## src/rtl/can_mbox_pkg.sv

```systemverilog
package can_mbox_pkg;
  localparam int WORD_W = 32;

  localparam logic [7:0] A_CTRL  = 8'h00;
  localparam logic [7:0] A_MODE  = 8'h04;
  localparam logic [7:0] A_STAT  = 8'h18;
  localparam logic [7:0] A_ISR   = 8'h1C;
  localparam logic [7:0] A_ICLR  = 8'h24;
  localparam logic [7:0] A_TX0   = 8'h30;
  localparam logic [7:0] A_RX0   = 8'h50;

  localparam int EN_BIT   = 1;
  localparam int TXOK_BIT = 1;
  localparam int RXOK_BIT = 4;

  typedef enum logic [1:0] {M_NORMAL, M_SLEEP, M_LOOP, M_SNOOP} mode_e;

  typedef struct packed {
    logic [WORD_W-1:0] d2;
    logic [WORD_W-1:0] d1;
    logic [WORD_W-1:0] dlc;
    logic [WORD_W-1:0] id;
  } frame_t;

  function automatic mode_e decode_mode(logic [2:0] m);
    if (m[1])      return M_LOOP;
    else if (m[2]) return M_SNOOP;
    else if (m[0]) return M_SLEEP;
    else           return M_NORMAL;
  endfunction

  function automatic logic [WORD_W-1:0] stat_bits(mode_e m);
    logic [WORD_W-1:0] s;
    s = '0;
    case (m)
      M_NORMAL: s[3]  = 1'b1;
      M_LOOP:   s[1]  = 1'b1;
      M_SLEEP:  s[2]  = 1'b1;
      default:  s[12] = 1'b1;
    endcase
    return s;
  endfunction
endpackage

```

## src/rtl/can_mode_ctl.sv

```systemverilog
module can_mode_ctl
  import can_mbox_pkg::*;
(
  input  logic       clk_i,
  input  logic       rst_ni,
  input  logic       ctrl_wr_i,
  input  logic       ctrl_en_i,
  input  logic       mode_wr_i,
  input  logic [2:0] mode_wdata_i,
  input  logic       wake_i,
  output logic       en_o,
  output logic [2:0] mode_sel_o,
  output mode_e      act_o
);
  always_ff @(posedge clk_i or negedge rst_ni) begin
    if (!rst_ni) begin
      en_o       <= 1'b0;
      mode_sel_o <= '0;
      act_o      <= M_NORMAL;
    end else begin
      if (mode_wr_i) mode_sel_o <= mode_wdata_i;
      if (ctrl_wr_i) begin
        en_o <= ctrl_en_i;
        // mode latches only on the disabled -> enabled step
        if (ctrl_en_i && !en_o) act_o <= decode_mode(mode_sel_o);
      end else if (wake_i) begin
        act_o <= M_NORMAL;
      end
    end
  end
endmodule

```

## src/rtl/can_irq_regs.sv

```systemverilog
module can_irq_regs
  import can_mbox_pkg::*;
(
  input  logic              clk_i,
  input  logic              rst_ni,
  input  logic              tx_done_i,
  input  logic              rx_done_i,
  input  logic              clr_wr_i,
  input  logic [WORD_W-1:0] clr_mask_i,
  output logic [WORD_W-1:0] isr_o
);
  localparam logic [WORD_W-1:0] IMPL = (WORD_W'(1) << TXOK_BIT) | (WORD_W'(1) << RXOK_BIT);

  logic [WORD_W-1:0] set_v, clr_v;

  always_comb begin
    set_v = '0;
    set_v[TXOK_BIT] = tx_done_i;
    set_v[RXOK_BIT] = rx_done_i;
    clr_v = clr_wr_i ? clr_mask_i : '0;
  end

  always_ff @(posedge clk_i or negedge rst_ni) begin
    if (!rst_ni) isr_o <= '0;
    else         isr_o <= ((isr_o & ~clr_v) | set_v) & IMPL;
  end
endmodule

```

## src/rtl/can_mbox_path.sv

```systemverilog
module can_mbox_path
  import can_mbox_pkg::*;
#(
  parameter int ADDR_W = 8,
  parameter int TS_INC = 1
) (
  input  logic              clk_i,
  input  logic              rst_ni,
  input  logic              en_i,
  input  mode_e             act_i,
  input  logic              drop_i,
  input  logic              wr_i,
  input  logic [ADDR_W-1:0] addr_i,
  input  logic [WORD_W-1:0] wdata_i,
  input  logic              btx_ready_i,
  input  logic              brx_valid_i,
  input  frame_t            brx_frame_i,
  output logic              btx_valid_o,
  output frame_t            tx_o,
  output frame_t            rx_o,
  output logic              tx_done_o,
  output logic              rx_done_o
);
  localparam int NWORDS = 4;

  logic [NWORDS-1:0] tx_sel;
  logic              tx_open, go, loop_go, bus_go, hs, bus_rx;

  for (genvar g = 0; g < NWORDS; g++) begin : g_sel
    assign tx_sel[g] = wr_i && tx_open && (addr_i == ADDR_W'(A_TX0) + ADDR_W'(4 * g));
  end

  assign tx_open = !btx_valid_o;
  assign go      = tx_sel[NWORDS-1] && en_i;
  assign loop_go = go && (act_i == M_LOOP);
  assign bus_go  = go && (act_i == M_NORMAL);
  assign hs      = btx_valid_o && btx_ready_i;
  assign bus_rx  = brx_valid_i && en_i && (act_i != M_LOOP);

  always_ff @(posedge clk_i or negedge rst_ni) begin
    if (!rst_ni) begin
      tx_o        <= '0;
      rx_o        <= '0;
      btx_valid_o <= 1'b0;
    end else begin
      if (tx_sel[0]) tx_o.id  <= wdata_i;
      if (tx_sel[1]) tx_o.dlc <= wdata_i;
      if (tx_sel[2]) tx_o.d1  <= wdata_i;
      if (tx_sel[3]) tx_o.d2  <= wdata_i;

      if (drop_i || hs) btx_valid_o <= 1'b0;
      else if (bus_go)  btx_valid_o <= 1'b1;

      if (loop_go) begin
        rx_o <= '{d2: wdata_i, d1: tx_o.d1, dlc: tx_o.dlc, id: tx_o.id};
      end else if (bus_rx) begin
        rx_o     <= brx_frame_i;
        rx_o.dlc <= brx_frame_i.dlc + WORD_W'(TS_INC);
      end
    end
  end

  assign tx_done_o = (hs && !drop_i) || loop_go;
  assign rx_done_o = loop_go || bus_rx;
endmodule

```

## src/rtl/can_mbox_front.sv

```systemverilog
module can_mbox_front
  import can_mbox_pkg::*;
#(
  parameter int ADDR_W = 8,
  parameter int TS_INC = 1
) (
  input  logic                clk_i,
  input  logic                rst_ni,
  input  logic                reg_wr_i,
  input  logic [ADDR_W-1:0]   reg_addr_i,
  input  logic [WORD_W-1:0]   reg_wdata_i,
  output logic [WORD_W-1:0]   reg_rdata_o,
  output logic                btx_valid_o,
  input  logic                btx_ready_i,
  output logic [4*WORD_W-1:0] btx_frame_o,
  input  logic                brx_valid_i,
  input  logic [4*WORD_W-1:0] brx_frame_i
);
  logic              en_q, ctrl_wr, mode_wr, clr_wr, wake, drop, tx_done, rx_done;
  logic [2:0]        mode_sel;
  mode_e             act;
  frame_t            tx_f, rx_f;
  logic [WORD_W-1:0] isr_q;

  assign ctrl_wr = reg_wr_i && (reg_addr_i == ADDR_W'(A_CTRL));
  assign mode_wr = reg_wr_i && (reg_addr_i == ADDR_W'(A_MODE));
  assign clr_wr  = reg_wr_i && (reg_addr_i == ADDR_W'(A_ICLR));
  assign drop    = ctrl_wr && !reg_wdata_i[EN_BIT];
  assign wake    = en_q && (act == M_SLEEP) && brx_valid_i;

  can_mode_ctl u_mode (
    .clk_i, .rst_ni,
    .ctrl_wr_i   (ctrl_wr),
    .ctrl_en_i   (reg_wdata_i[EN_BIT]),
    .mode_wr_i   (mode_wr),
    .mode_wdata_i(reg_wdata_i[2:0]),
    .wake_i      (wake),
    .en_o        (en_q),
    .mode_sel_o  (mode_sel),
    .act_o       (act)
  );

  can_mbox_path #(.ADDR_W(ADDR_W), .TS_INC(TS_INC)) u_path (
    .clk_i, .rst_ni,
    .en_i        (en_q),
    .act_i       (act),
    .drop_i      (drop),
    .wr_i        (reg_wr_i),
    .addr_i      (reg_addr_i),
    .wdata_i     (reg_wdata_i),
    .btx_ready_i,
    .brx_valid_i,
    .brx_frame_i (frame_t'(brx_frame_i)),
    .btx_valid_o,
    .tx_o        (tx_f),
    .rx_o        (rx_f),
    .tx_done_o   (tx_done),
    .rx_done_o   (rx_done)
  );

  can_irq_regs u_irq (
    .clk_i, .rst_ni,
    .tx_done_i (tx_done),
    .rx_done_i (rx_done),
    .clr_wr_i  (clr_wr),
    .clr_mask_i(reg_wdata_i),
    .isr_o     (isr_q)
  );

  assign btx_frame_o = tx_f;

  always_comb begin
    reg_rdata_o = '0;
    case (reg_addr_i)
      ADDR_W'(A_CTRL):      reg_rdata_o[EN_BIT] = en_q;
      ADDR_W'(A_MODE):      reg_rdata_o[2:0] = mode_sel;
      ADDR_W'(A_STAT):      reg_rdata_o = en_q ? stat_bits(act) : '0;
      ADDR_W'(A_ISR):       reg_rdata_o = isr_q;
      ADDR_W'(A_TX0):       reg_rdata_o = tx_f.id;
      ADDR_W'(A_TX0 + 4):   reg_rdata_o = tx_f.dlc;
      ADDR_W'(A_TX0 + 8):   reg_rdata_o = tx_f.d1;
      ADDR_W'(A_TX0 + 12):  reg_rdata_o = tx_f.d2;
      ADDR_W'(A_RX0):       reg_rdata_o = rx_f.id;
      ADDR_W'(A_RX0 + 4):   reg_rdata_o = rx_f.dlc;
      ADDR_W'(A_RX0 + 8):   reg_rdata_o = rx_f.d1;
      ADDR_W'(A_RX0 + 12):  reg_rdata_o = rx_f.d2;
      default:              reg_rdata_o = '0;
    endcase
  end
endmodule

```

## config.mk

```make
export PLATFORM = sky130hd
export DESIGN_NAME = can_mbox_front
export DESIGN_NICKNAME = d
export VERILOG_FILES = /design/src/rtl/can_mbox_pkg.sv /design/src/rtl/can_mode_ctl.sv /design/src/rtl/can_irq_regs.sv /design/src/rtl/can_mbox_path.sv /design/src/rtl/can_mbox_front.sv
export SDC_FILE = /design/constraint.sdc
export NUM_CORES = 1
export LEC_CHECK = 0
export ABC_AREA = 1
export BUFFER_PORTS_ARGS = -buffer_cell sky130_fd_sc_hd__buf_2
export CAP_MARGIN = 20
export CORE_MARGIN = 5
export CORE_UTILIZATION = 55
export CTS_CLUSTER_SIZE = 16
export DETAILED_ROUTE_END_ITERATION = 8
export GPL_TIMING_DRIVEN = 1
export PLACE_DENSITY = 0.84
export REMOVE_ABC_BUFFERS = 1
export SYNTH_ARGS = -nofsm -noshare
export SYNTH_HDL_FRONTEND = slang
export SYNTH_SLANG_ARGS = --single-unit
```

## constraint.sdc

```tcl
create_clock -name clk_i -period 2.2 [get_ports clk_i]
set_input_delay 0.22 -clock clk_i [delete_from_list [all_inputs] [get_ports clk_i]]
set_output_delay 0.22 -clock clk_i [all_outputs]
set_load 0.005 [all_outputs]
```

==> Yosys cells after proc, flatten, opt, wreduce, memory -nomap -nowiden <==
Cells that the tools add are included.
{ "word_totals": {"regBits": 265, "out_inout_bits": 161, "wordCells": 86} }
{ "op_classes": {"add_sub_neg": 1, "n_eq_ne": 16, "mux": 20, "bitwise": 3, "reduce_logical": 33} }
{ "ops": {"columns": ["cell", "n"], "rows": [
  ["one-hot mux 29 bit (10 select lines)", 1],
  ["2-to-1 mux 128 bit", 2],
  ["== test 8 x 6 -> 1 bit (second input constant)", 5],
  ["adder 32 x 1 -> 32 bit (second input constant)", 1],
  ["== test 8 x 7 -> 1 bit (second input constant)", 4],
  ["one-hot mux 1 bit (10 select lines)", 2],
  ["logical AND 1 bit", 19],
  ["== test 8 x 5 -> 1 bit (second input constant)", 2],
  ["2-to-1 mux 13 bit", 1],
  ["one-hot mux 1 bit (12 select lines)", 1],
  ["2-to-1 mux 2 bit", 5],
  ["== test 8 x 3 -> 1 bit (second input constant)", 1],
  ["zero test 8 bit", 1],
  ["2-to-1 mux 1 bit", 7],
  ["nonzero test 2 bit", 3],
  ["bitwise AND 5 bit", 1],
  ["2-to-1 mux 5 bit", 1],
  ["NOT 5 bit", 1],
  ["bitwise OR 5 bit", 1],
  ["zero test 1 bit", 4],
  ["logical OR 1 bit", 3],
  ["OR reduction 3 bit", 1],
  ["== test 2 x 1 -> 1 bit (second input constant)", 1],
  ["== test 2 bit (second input constant)", 1],
  ["other kinds (4)", 4]
]} }

==> Longest topological paths before layout <==
Gate-level depths: netlist (run 1).
{ "depth": {"word_depth": 7, "depth_mapped": 10, "ltp_nobuf": 10} }

==> Cells and area by module <==
From an unflattened synthesis (run 1), not the netlist that was laid out.
{ "unflattened": {"cells_unflattened": 2124, "hier_area_um2": 15381.0} }
{ "modules_own_cells": {"columns": ["module", "instances", "cells_per_inst", "area_per_inst_um2", "seq_area_each_um2"], "rows": [
  ["can_mbox_path", 1, 1386, 11672.4, 6431.2],
  ["can_mbox_front", 1, 665, 3131.8, 0.0],
  ["can_irq_regs", 1, 41, 309.0, 50.0],
  ["can_mode_ctl", 1, 32, 267.8, 150.1]
]} }

==> Worst setup path before layout (run 1) <==
OpenSTA, ideal clock, no wires.
{ "synth_timing": {"kind": "reg2reg", "from": "register u_mode.act_o[0]", "to": "register u_path.rx_o[74] in the netlist's numbering", "setup_time_ns": 0.069, "arrival_time_ns": 1.395, "t_required_ns": 2.131, "slack_ns": 0.736, "stages_incl_launch_ff": 8, "synth_period_minus_slack_ns": 1.464, "path_cell_list": "dfrtp_1 > nor2_4 > nor2_1 > inv_2 > buf_2 > clkbuf_1 > nand3_1 > nand3_1"} }
{ "synth_via": {"elab_chain_cells": 3, "elab_cells_between_ends": 6} }
{ "synth_lines": {"columns": ["item", "line_no", "source"], "rows": [
  ["start, declared", "can_mode_ctl.sv:13", "output mode_e act_o"],
  ["start signal, assigned", "can_mode_ctl.sv:25", "if (ctrl_en_i && !en_o) act_o <= decode_mode(mode_sel_o);"],
  ["== test 2 bit / inequality test 2 bit (equally long branches)", "can_mbox_path.sv:35, can_mbox_path.sv:38", null],
  ["logical AND 1 bit (on tied branches)", "can_mbox_path.sv:35, can_mbox_path.sv:38", null],
  ["2-to-1 mux 128 bit / nonzero test 2 bit (equally long branches)", null, null],
  ["end signal, assigned", "can_mbox_path.sv:55", "rx_o <= '{d2: wdata_i, d1: tx_o.d1, dlc: tx_o.dlc, id: tx_o.id};"],
  ["end signal, assigned", "can_mbox_path.sv:57", "rx_o <= brx_frame_i;"],
  ["end, declared", "can_mbox_path.sv:20", "output frame_t rx_o,"]
]} }
Parallel ways exist; a longest one is shown, timed or not.
A chain may end at the register's enable or synchronous reset.

==> Worst setup path after layout (run 1) <==
{ "layout_timing": {"from": "register u_mode.en_o", "to": "output reg_rdata_o[12]"} }
{ "layout_via": {"elab_chain_cells": 2} }
{ "layout_lines": {"columns": ["item", "line_no", "source"], "rows": [
  ["start, declared", "can_mode_ctl.sv:11", "output logic en_o,"],
  ["start signal, assigned", "can_mode_ctl.sv:23", "en_o <= ctrl_en_i;"],
  ["2-to-1 mux 13 bit", "can_mbox_front.sv:77", "ADDR_W'(A_STAT): reg_rdata_o = en_q ? stat_bits(act) : '0;"],
  ["one-hot mux 29 bit (10 select lines)", "can_mbox_front.sv:74", "case (reg_addr_i)"],
  ["end, declared", "can_mbox_front.sv:12", "output logic [WORD_W-1:0] reg_rdata_o,"]
]} }
No other way between the ends.

==> summary by stage, run 1 <==
Final layout
The end-of-flow core utilization is between 70% and 80%. Summing all multi-input logic gate instances after layout gives ~6600 um^2. The sequential cell area is about 6600 um^2. The library cell used most frequently in the layout, excluding fill and tap cells, is nand2_1.

The library cells used most frequently in the layout, excluding fill and tap cells, are 647 x nand2_1, 332 x buf_2, 290 x nand3_1. The signed area change from the synthesized netlist to the final layout is 31.0%. The finished cells cover 18600 um^2.

The number of nets in the final layout is roughly 2500. The layout has between 1500 and 2000 filler cells. The count of placed standard cells in the final layout, fillers left out is about 2700.

Cells with a size suffix above 1 make up between 10% and 20% of the layout.

Global route
The wire length of the first global-routing pass is between 80000 and 90000 um. The number of global-route vias before repair was roughly 16000. Entering global routing, the biggest net connects 94 pins.

Global routing used around 36% of the available tracks across all layers. For this run the aggregate overflow at the end of global routing stands at 0. The number of antenna violations at the first check in global routing is 18.

Timing
The setup slack of the critical path after layout is 66.9 ps. The final number of setup-violating endpoints is 0. The final worst clock skew is about 13 ps. The clock period minus final worst setup slack is around 2100 ps.

The number of pins with negative max-slew slack in the final report is 0. The final count of hold timing violations came to 0. Setup repair after global routing left no endpoint under its margin. The transition time at the pin with the least slew margin is about 850 ps. Dividing the final minimum period by the clock period gives just under 100%. The maximum achievable frequency is 469 MHz. The worst slew slack as a fraction of its limit is between 40% and 50%.

Drt
After the first detailed-routing iteration, the DRC count stood at around 2100. The vias per cell is around 6.1. The total DRC errors in the routed layout is 8. The routed design has 54000 um of wire. In this run the remaining antenna-violating nets after routing total 0. The routed layout has between 15000 and 20000 vias. Dividing the detail-routed wire length by the instance count gives around 20 um. The detailed-router iteration count before antenna repair is 9.

CTS
The number of buffers inserted during clock tree synthesis is 29. The TritonCTS clock tree is built. After clock tree synthesis, the clock-pin slew on the worst setup and hold paths is 60 ps. The deepest level of the CTS H-tree is 1. Once the clock tree was built, the setup fixing pass inserted 0 buffers. Clock tree synthesis selected as its root buffer the cell clkbuf_16. The worst-skew pair later-pin latency is 560 ps. The longest clock path from root to sink contains 3 buffers.

Counting every sink on the clock net gives between 200 and 300.

Placed design
During placement, the flow inserted port buffers numbering roughly 330. The estimated wirelength of the detail-placed design is approximately 34000 um. The placed cell area is between 15000 and 20000 um^2. The cell count after placement is around 2500.

At the end of routability-driven placement, the weighted congestion stood at a little under 1. The placement-stage worst setup slack is 138 ps.

Setup path
The worst setup path is captured at a primary output. At the worst endpoint, the required time is around 2000 ps. The cell class contributing the biggest share of worst-path delay is flip-flops. STA classifies the critical path startpoint as a flip-flop. In this design, the stage delay of the slowest critical-path cell is 460 ps. The beginning of the worst register-to-register path is u_path.btx_valid_o. The critical path buffer and inverter count is 2.

Along the worst path, the maximum fanout reaches 28. The worst setup path is of the reg -> out kind. The worst flop-to-flop path endpoint is u_path.tx_o[94]. The signal on the critical path passes through buf_8 > nand3_1 > o21ai_0 > nand3b_1 > buf_2. The worst reg-to-reg setup slack is ~120 ps. The cell at the slowest stage of the critical path is dfrtp_4. The worst reg-to-reg path cell count is 6. The data arrival time of the critical path is roughly 1900 ps.

Outcome
The run finished, with violations left. The final reports fail on DRC.

Logic synthesis
The post-synthesis instance area is about 14000 um^2. The count of state elements after synthesis is approximately 270. The number of different library cells used by synthesis comes to 32. The average instance in the mapped netlist occupies between 7 and 8 um^2. In the synthesized netlist, the number of instances is between 1500 and 2000. The fraction of the yosys area taken by sequential cells is 46.7%. The number of synthesis warnings is 0.

Power and ir drop
The standby leakage power is between 9 and 10 nW. The peak supply drop is around 0.65 mV. Power spread over the standard cell area amounts to 603 nW/um^2.

Die
The initial utilization of the core area, before any placement, comes to 56.1%. Pin placement for this block handled approximately 330 I/O pins. The vertical extent of the die is between 150 and 200 um. The die area is a little under 30000 um^2.

The core region is around 25000 um^2. The floorplan die width is roughly 170 um. The number of placement rows is 58.

Min path
The end point of the most critical hold path is u_path.rx_o[41]. The worst hold path stage count is 4. The startpoint identified for the worst hold timing path is brx_frame_i[41]. The worst min-delay path class is in -> reg.

Job
Across the run, the number of max-cap violations was 0.
## synth_stat cells
cell type | count | area [um^2]
nor2_8 | 1 | 20.0
nor3b_1 | 1 | 7.51
nand3_1 | 290 | 1450
nand2_4 | 1 | 11.3
nor2_4 | 6 | 67.6
and3_1 | 2 | 12.5
nand4_2 | 1 | 12.5
nor2_2 | 1 | 6.26
buf_2 | 40 | 200
nor4_1 | 1 | 6.26
ha_1 | 1 | 12.5
clkbuf_1 | 66 | 248
buf_1 | 9 | 33.8
dfrtp_1 | 265 | 6630
buf_4 | 5 | 37.5
and2_1 | 1 | 6.26
o21bai_1 | 3 | 22.5
nand4_1 | 124 | 776
inv_2 | 5 | 18.8
clkinv_1 | 1 | 3.75
inv_1 | 89 | 334
nand3_4 | 1 | 17.5
xor2_1 | 4 | 35.0
nand3b_1 | 25 | 188
nor3_1 | 1 | 5.00
o21a_1 | 14 | 105
a21oi_1 | 52 | 260
nor2_1 | 100 | 375
buf_6 | 10 | 113
or2_2 | 3 | 18.8
o21ai_0 | 146 | 731
nand2_1 | 650 | 2440
## worst reg2reg max path, cell delays in order, from the launching register on
cell	delay [ps]
dfrtp_1	420
nor2_1	460
buf_4	220
nand2_2	50
buf_4	350
nand2_1	230
o21ai_0	170
## sequential cells by signal, summed over array words and instances (netlist names)
| name | cells |
|---|---|
| u_mode.act_o | 2 |
| u_irq.isr_o | 2 |
| u_mode.mode_sel_o | 3 |
| u_mode.en_o | 1 |
| u_path.btx_valid_o | 1 |
| u_path.tx_o | 128 |
| u_path.rx_o | 128 |
## timing repair
item,in CTS,in global routing
hold buffers,136,0
pin swaps,0,0
hold endpoints to repair,228,0
endpoints found under the setup margin,2,2
resized for setup,1,1
## how the worst max path moves through the flow
| stage | startpoint | end | slack, ps | cells after the start |
|---|---|---|---|---|
| 2_1_floorplan | u_mode.en_o | u_path.rx_o[42] | -6730 | 6 |
| 3_3_place_gp | reg_addr_i[1] | u_path.rx_o[68] | 210 | 10 |
| 3_5_place_dp | reg_addr_i[1] | u_path.rx_o[13] | 140 | 10 |
| 4_1_cts | u_mode.en_o | reg_rdata_o[12] | 70 | 5 |
| 5_1_grt | u_mode.en_o | reg_rdata_o[2] | 10 | 7 |
| 6_report | u_mode.en_o | reg_rdata_o[12] | 70 | 5 |
## per-layer routing
| metal | share of wire, % | track usage (%) | up-vias |
|---|---|---|---|
| li1 | - | - | 7241 |
| met1 | 35 | 46.0 | 7626 |
| met2 | 45 | 57.4 | 1316 |
| met3 | 13 | 9.20 | 360 |
| met4 | 6.3 | 18.5 | 18 |
| met5 | 0.19 | 0 | - |
## where the power goes
part	switching, mW	leakage [nW]	internal [mW]
logic	0.574	5.59	0.502
registers	0.182	3.58	5.06
clock network	2.04	0.461	2.86
total	2.80	9.63	8.43
## kinds of logic (layout without fill, tap and decap cells)
kind of cell | count (synthesis) | after routing | share of synthesized area [%]
compound gates | 215 | 215 | 7.87
xor+xnor | 4 | 4 | 0.247
fa+ha+maj | 1 | 1 | 0.0881
buf+inv | 225 | 667 | 6.96
flops | 265 | 265 | 46.7
other cells | 0 | 10 | 0
simple gates | 1209 | 1209 | 38.2
## layout make-up
cell class / count / share of cell area (%)
Inverter: 95 / 1.93
Clock inverter: 8 / 0.518
Tap cell: 330 / 2.22
Antenna cell: 10 / 0.134
Multi-Input combinational cell: 1429 / 35.7
Timing Repair Buffer: 519 / 19.3
Clock buffer: 45 / 4.54
Sequential cell: 265 / 35.7
## metrics by stage
| stage | TNS [ps] | hold WS, ps | total power, mW |
|---|---|---|---|
| finish | 0 | 16.1 | 11.2 |
| global route | 0 | 43.9 | 11.5 |
| CTS | 0 | 9.66 | 11.2 |
| detailed placement | 0 | 223 | 6.17 |
| global placement | 0 | 217 | 6.14 |
| floorplan | -871000 | -75.6 | 5.57 |
Power figures use the tool's default switching activity.
==> inputs of run 2 (changes only) <==
- ABC_AREA: 1 -> not set
- PLACE_DENSITY: 0.84 -> 0.85
==> summary by stage, run 2 <==
Logic synthesis
Most area-consuming cells after synthesis: dfrtp_1 49%, a22oi_1 8.7%, nand2_1 7.7% (was dfrtp_1 47%, nand2_1 17%, nand3_1 10%). The fraction of the yosys area taken by sequential cells is 48.8% (was 46.7%). Commonest cells in the synthesized netlist: 279 x nand2_1, 265 x dfrtp_1, 157 x a22oi_1 (was 650 x nand2_1, 290 x nand3_1, 265 x dfrtp_1). The synthesized area per cell is 10.3 um^2 (was 7.40 um^2). The predominant post-synthesis flop cell is dfrtp_1 (unchanged).

The post-synthesis instance area is 13600 um^2 (was 14200 um^2). The cell type contributing the most total cell area after synthesis is dfrtp_1 (unchanged). The count of state elements after synthesis was 265 (unchanged). The most repeated cell in the gate-level netlist after synthesis is nand2_1 (unchanged).

The share of the synthesized area in the top cell type came to 48.8% (was 46.7%). The number of synthesized flops with an enable pin is 0 (unchanged). The number of synthesis warnings is 0 (unchanged). The post-synthesis async set-or-reset flop share is 100% (unchanged). The number of distinct library cell variants in the gate-level netlist after synthesis is 66 (was 32). The synthesized instance count was 1316 (was 1919).

CTS
The worst-skew pair later-pin latency came to 560 ps (about the same). The number of buffers inserted during clock tree synthesis is 28 (was 29). The CTS sink count is 265 (unchanged). The clock transition at the registers of the reported paths came to 60 ps (about the same). The maximum buffer depth of the clock tree was 3 (unchanged). The deepest level of the CTS H-tree was 1 (unchanged). The TritonCTS clock tree is built (unchanged).

The root buffer cell is clkbuf_16 (unchanged).

Setup path
The kind of end point of the critical path is a primary output (unchanged). The number of gates on the worst path with buffers counted is 8 (was 5). Critical path cell sequence: buf_2 > nor3b_1 > nand2_1 > buf_4 > nor2_1 > a222oi_1 > nand3_1 > buf_2 (was buf_8 > nand3_1 > o21ai_0 > nand3b_1 > buf_2).

The type of the worst setup path is in -> out (was reg -> out). The beginning of the worst register-to-register path is u_mode.act_o[0] (was u_path.btx_valid_o). The worst stage delay on the critical path is 350 ps (was 460 ps). The critical path buffer and inverter count came to 3 (was 2). The endpoint required time on the critical path is 1980 ps (about the same).

Among the stages of the critical path, the cell type that occurs most often is buf_2. The worst reg-to-reg path cell count came to 6 (unchanged). The startpoint type of the worst setup path is an input port (was flip-flop).

The maximum fanout count along the critical path was 11 (was 28). The cell class contributing the biggest share of worst-path delay is simple AND/OR/NAND/NOR gates (was flip-flops). The cell at the slowest stage of the critical path is nor3b_1 (was dfrtp_4). The worst reg-to-reg setup slack was 110 ps (was 120 ps).

The first element of the critical path is reg_addr_i[4] (was u_mode.en_o). The data arrival time of the critical path is 2020 ps (was 1910 ps).

Power and ir drop
The peak supply drop is 0.665 mV (was 0.645 mV). The power after layout is 13.2 mW (was 11.2 mW). The power density over cell area is 720 nW/um^2 (was 603 nW/um^2). The net load switching power is 3.70 mW (was 2.80 mW).

The standby leakage power is 9.24 nW (was 9.63 nW). The portion of total power attributed to sequential cells was 47.0% (was 46.7%). The switching part of the total came to 28.0% (was 24.9%).

The clock network power share is 37.2% (was 43.7%). The logic gate share of total power is 15.8% (was 9.6%). The internal power component was 9.53 mW (was 8.43 mW).

Timing
The share of the cycle needed by the critical path after routing is 102% (was 97.0%). The maximum achievable frequency was 446 MHz (was 469 MHz). The final setup TNS came to -39.8 ps (was 0 ps). The worst slew slack as a fraction of its limit came to 54.6% (was 43.0%). The setup slack of the critical path after layout is -39.8 ps (was 66.9 ps). The number of pins with negative max-slew slack in the final report was 0 (unchanged). The final worst clock skew was 25.9 ps (was 13.4 ps). The final count of hold timing violations is 0 (unchanged). The transition time at the pin with the least slew margin was 675 ps (was 854 ps). The clock period minus final worst setup slack was 2240 ps (was 2130 ps). RSZ-0062 raised after global routing: true (was false). The final number of setup-violating endpoints is 1 (was 0).

Global route
The number of global-route vias before repair is 14301 (was 16045). The number of antenna violations at the first check in global routing was 13 (was 18). The wire length of the first global-routing pass is 82600 um (was 84700 um).

The total routing usage reported by global routing came to 37.4% (was 36.1%). The largest net degree at the start of global routing is 67 (was 94). The global route total overflow is 0 (unchanged).

Final layout
The number of nets in the final layout came to 1965 (was 2513). The signed area change from the synthesized netlist to the final layout is 35.2% (was 31.0%). The finished layout cell area is 18400 um^2 (was 18600 um^2).

Top library cells by usage in the layout, fill and taps aside: 331 x buf_2, 276 x nand2_1, 263 x dfrtp_1 (was 647 x nand2_1, 332 x buf_2, 290 x nand3_1). The leading cell type in the layout, fill and taps excluded is buf_2 (was nand2_1). Biggest registers after layout: u_path.rx_o (128), u_path.tx_o (128), u_mode.mode_sel_o (3) (unchanged). The count of placed standard cells in the final layout, fillers left out is 2145 (was 2701). The fraction of final layout cells sized beyond drive strength 1 is 30.5% (was 19.2%). The end-of-flow core utilization is 75.6% (was 73.5%).

Placed design
The estimated wirelength of the detail-placed design was 34900 um (was 34000 um). The cell count after placement is 1943 (was 2502). The final weighted congestion of routability-driven global placement is 0.924 (was 0.964). The placed cell area is 15900 um^2 (was 16300 um^2). The count of buffers inserted at the top-level ports is 333 (unchanged).

Min path
The worst min-delay path class is in -> reg (unchanged). The startpoint of the most critical hold path is brx_frame_i[33] (was brx_frame_i[41]). The worst hold path stage count was 4 (unchanged).

Drt
The detailed-router iteration count before antenna repair is 6 (was 9). The number of DRC markers after the initial detailed-route iteration is 1946 (was 2111). The total wire length after detailed routing is 55200 um (was 54000 um). The total via count after detailed routing is 14071 (was 16561). The vias per cell is 6.56 (was 6.13). The count of antenna-violating nets left after detailed routing is 0 (unchanged).

The wire length per cell is 25.7 um (was 20.0 um). The total DRC errors in the routed layout is 0 (was 8).

Outcome
Failing checks: setup timing (was DRC). Outcome: finished with violations (unchanged).

Die
The initial core utilization is 55.9% (was 56.1%). The die area was 28000 um^2 (was 29100 um^2). The floorplan die width is 167 um (was 171 um). The vertical extent of the die was 167 um (was 171 um).

The I/O pin total was 334 (unchanged). The placeable core region is 24300 um^2 (was 25300 um^2). The number of placement rows is 57 (was 58).

Job
The number of maximum-capacitance violations came to 0 (unchanged).
-- run 2: cells by family (layout without fill, tap and decap cells) --
kind of cell / Yosys count / after routing / synth area share [%]
buffers and inverters: 106 / 600 / 4.06
adders and majority gates: 1 / 1 / 0.0920
AOI/OAI and AO/OA: 312 / 312 / 16.5
and+or+nand+nor: 431 / 431 / 14.3
DFF: 265 / 265 / 48.8
other: 0 / 11 / 0
xor gates and xnor gates: 28 / 28 / 1.80
muxes: 173 / 173 / 14.5
-- run 2: final cells by class --
class | instances | area, um^2
clock buffer | 42 | 855
sequential | 265 | 6630
multi-input combinational | 945 | 6490
fill | 1520 | 5940
clock inverter | 7 | 90.1
inverter | 7 | 26.3
timing repair buffer | 544 | 3850
antenna | 11 | 27.5
tap | 324 | 405
-- run 2: power by group through the flow --
stage	clock (mW)	sequential [mW]	combinational, mW
after floorplan	0	6.07	0.957
after global placement	0	6.17	1.73
after detailed placement	0	6.22	1.81
after CTS	4.89	6.14	2.02
after global routing	5.11	6.26	2.30
final	4.92	6.22	2.10
-- run 2: stage by stage --
stage	hold slack (ps)	setup slack [ps]
after CTS	19.8	17.1
after floorplan	-75.6	-4260
final	34.3	-39.8
after global placement	211	94.8
after global routing	37.0	-40.9
after detailed placement	211	53.4
-- run 2: final timing paths --
check / end
setup / recovery: reg_rdata_o[1]
hold / removal: u_path.rx_o[33]
setup reg to reg: u_path.rx_o[107]
hold reg to reg: u_path.rx_o[28]
max in group asynchronous: u_path.tx_o[92]
min in group asynchronous: u_path.tx_o[72]
-- run 2: metal layers --
layer | up-vias | GRT usage [%] | part of all wire, %
met2 | 1228 | 59.5 | 46
met3 | 331 | 9.52 | 11
met5 | - | 0 | 0.036
li1 | 5780 | - | -
met1 | 6730 | 46.5 | 35
met4 | 2 | 21.7 | 7.0
-- run 2: worst min-delay path: cells and delay by family --
family | cells | cell delay [ps]
buffers and inverters | 1 | 90
adders and majority gates | 1 | 120
AOI/OAI and AO/OA | 1 | 60
and+or+nand+nor | 1 | 60
-- run 2: timing repair --
action | CTS | global route
hold endpoints to repair | 268 | 0
setup buffers | 2 | 1
gates cloned | 0 | 1
pin swaps | 0 | 1
hold buffers | 138 | 0
gates resized for setup | 1 | 8
setup endpoints to repair | 1 | 13
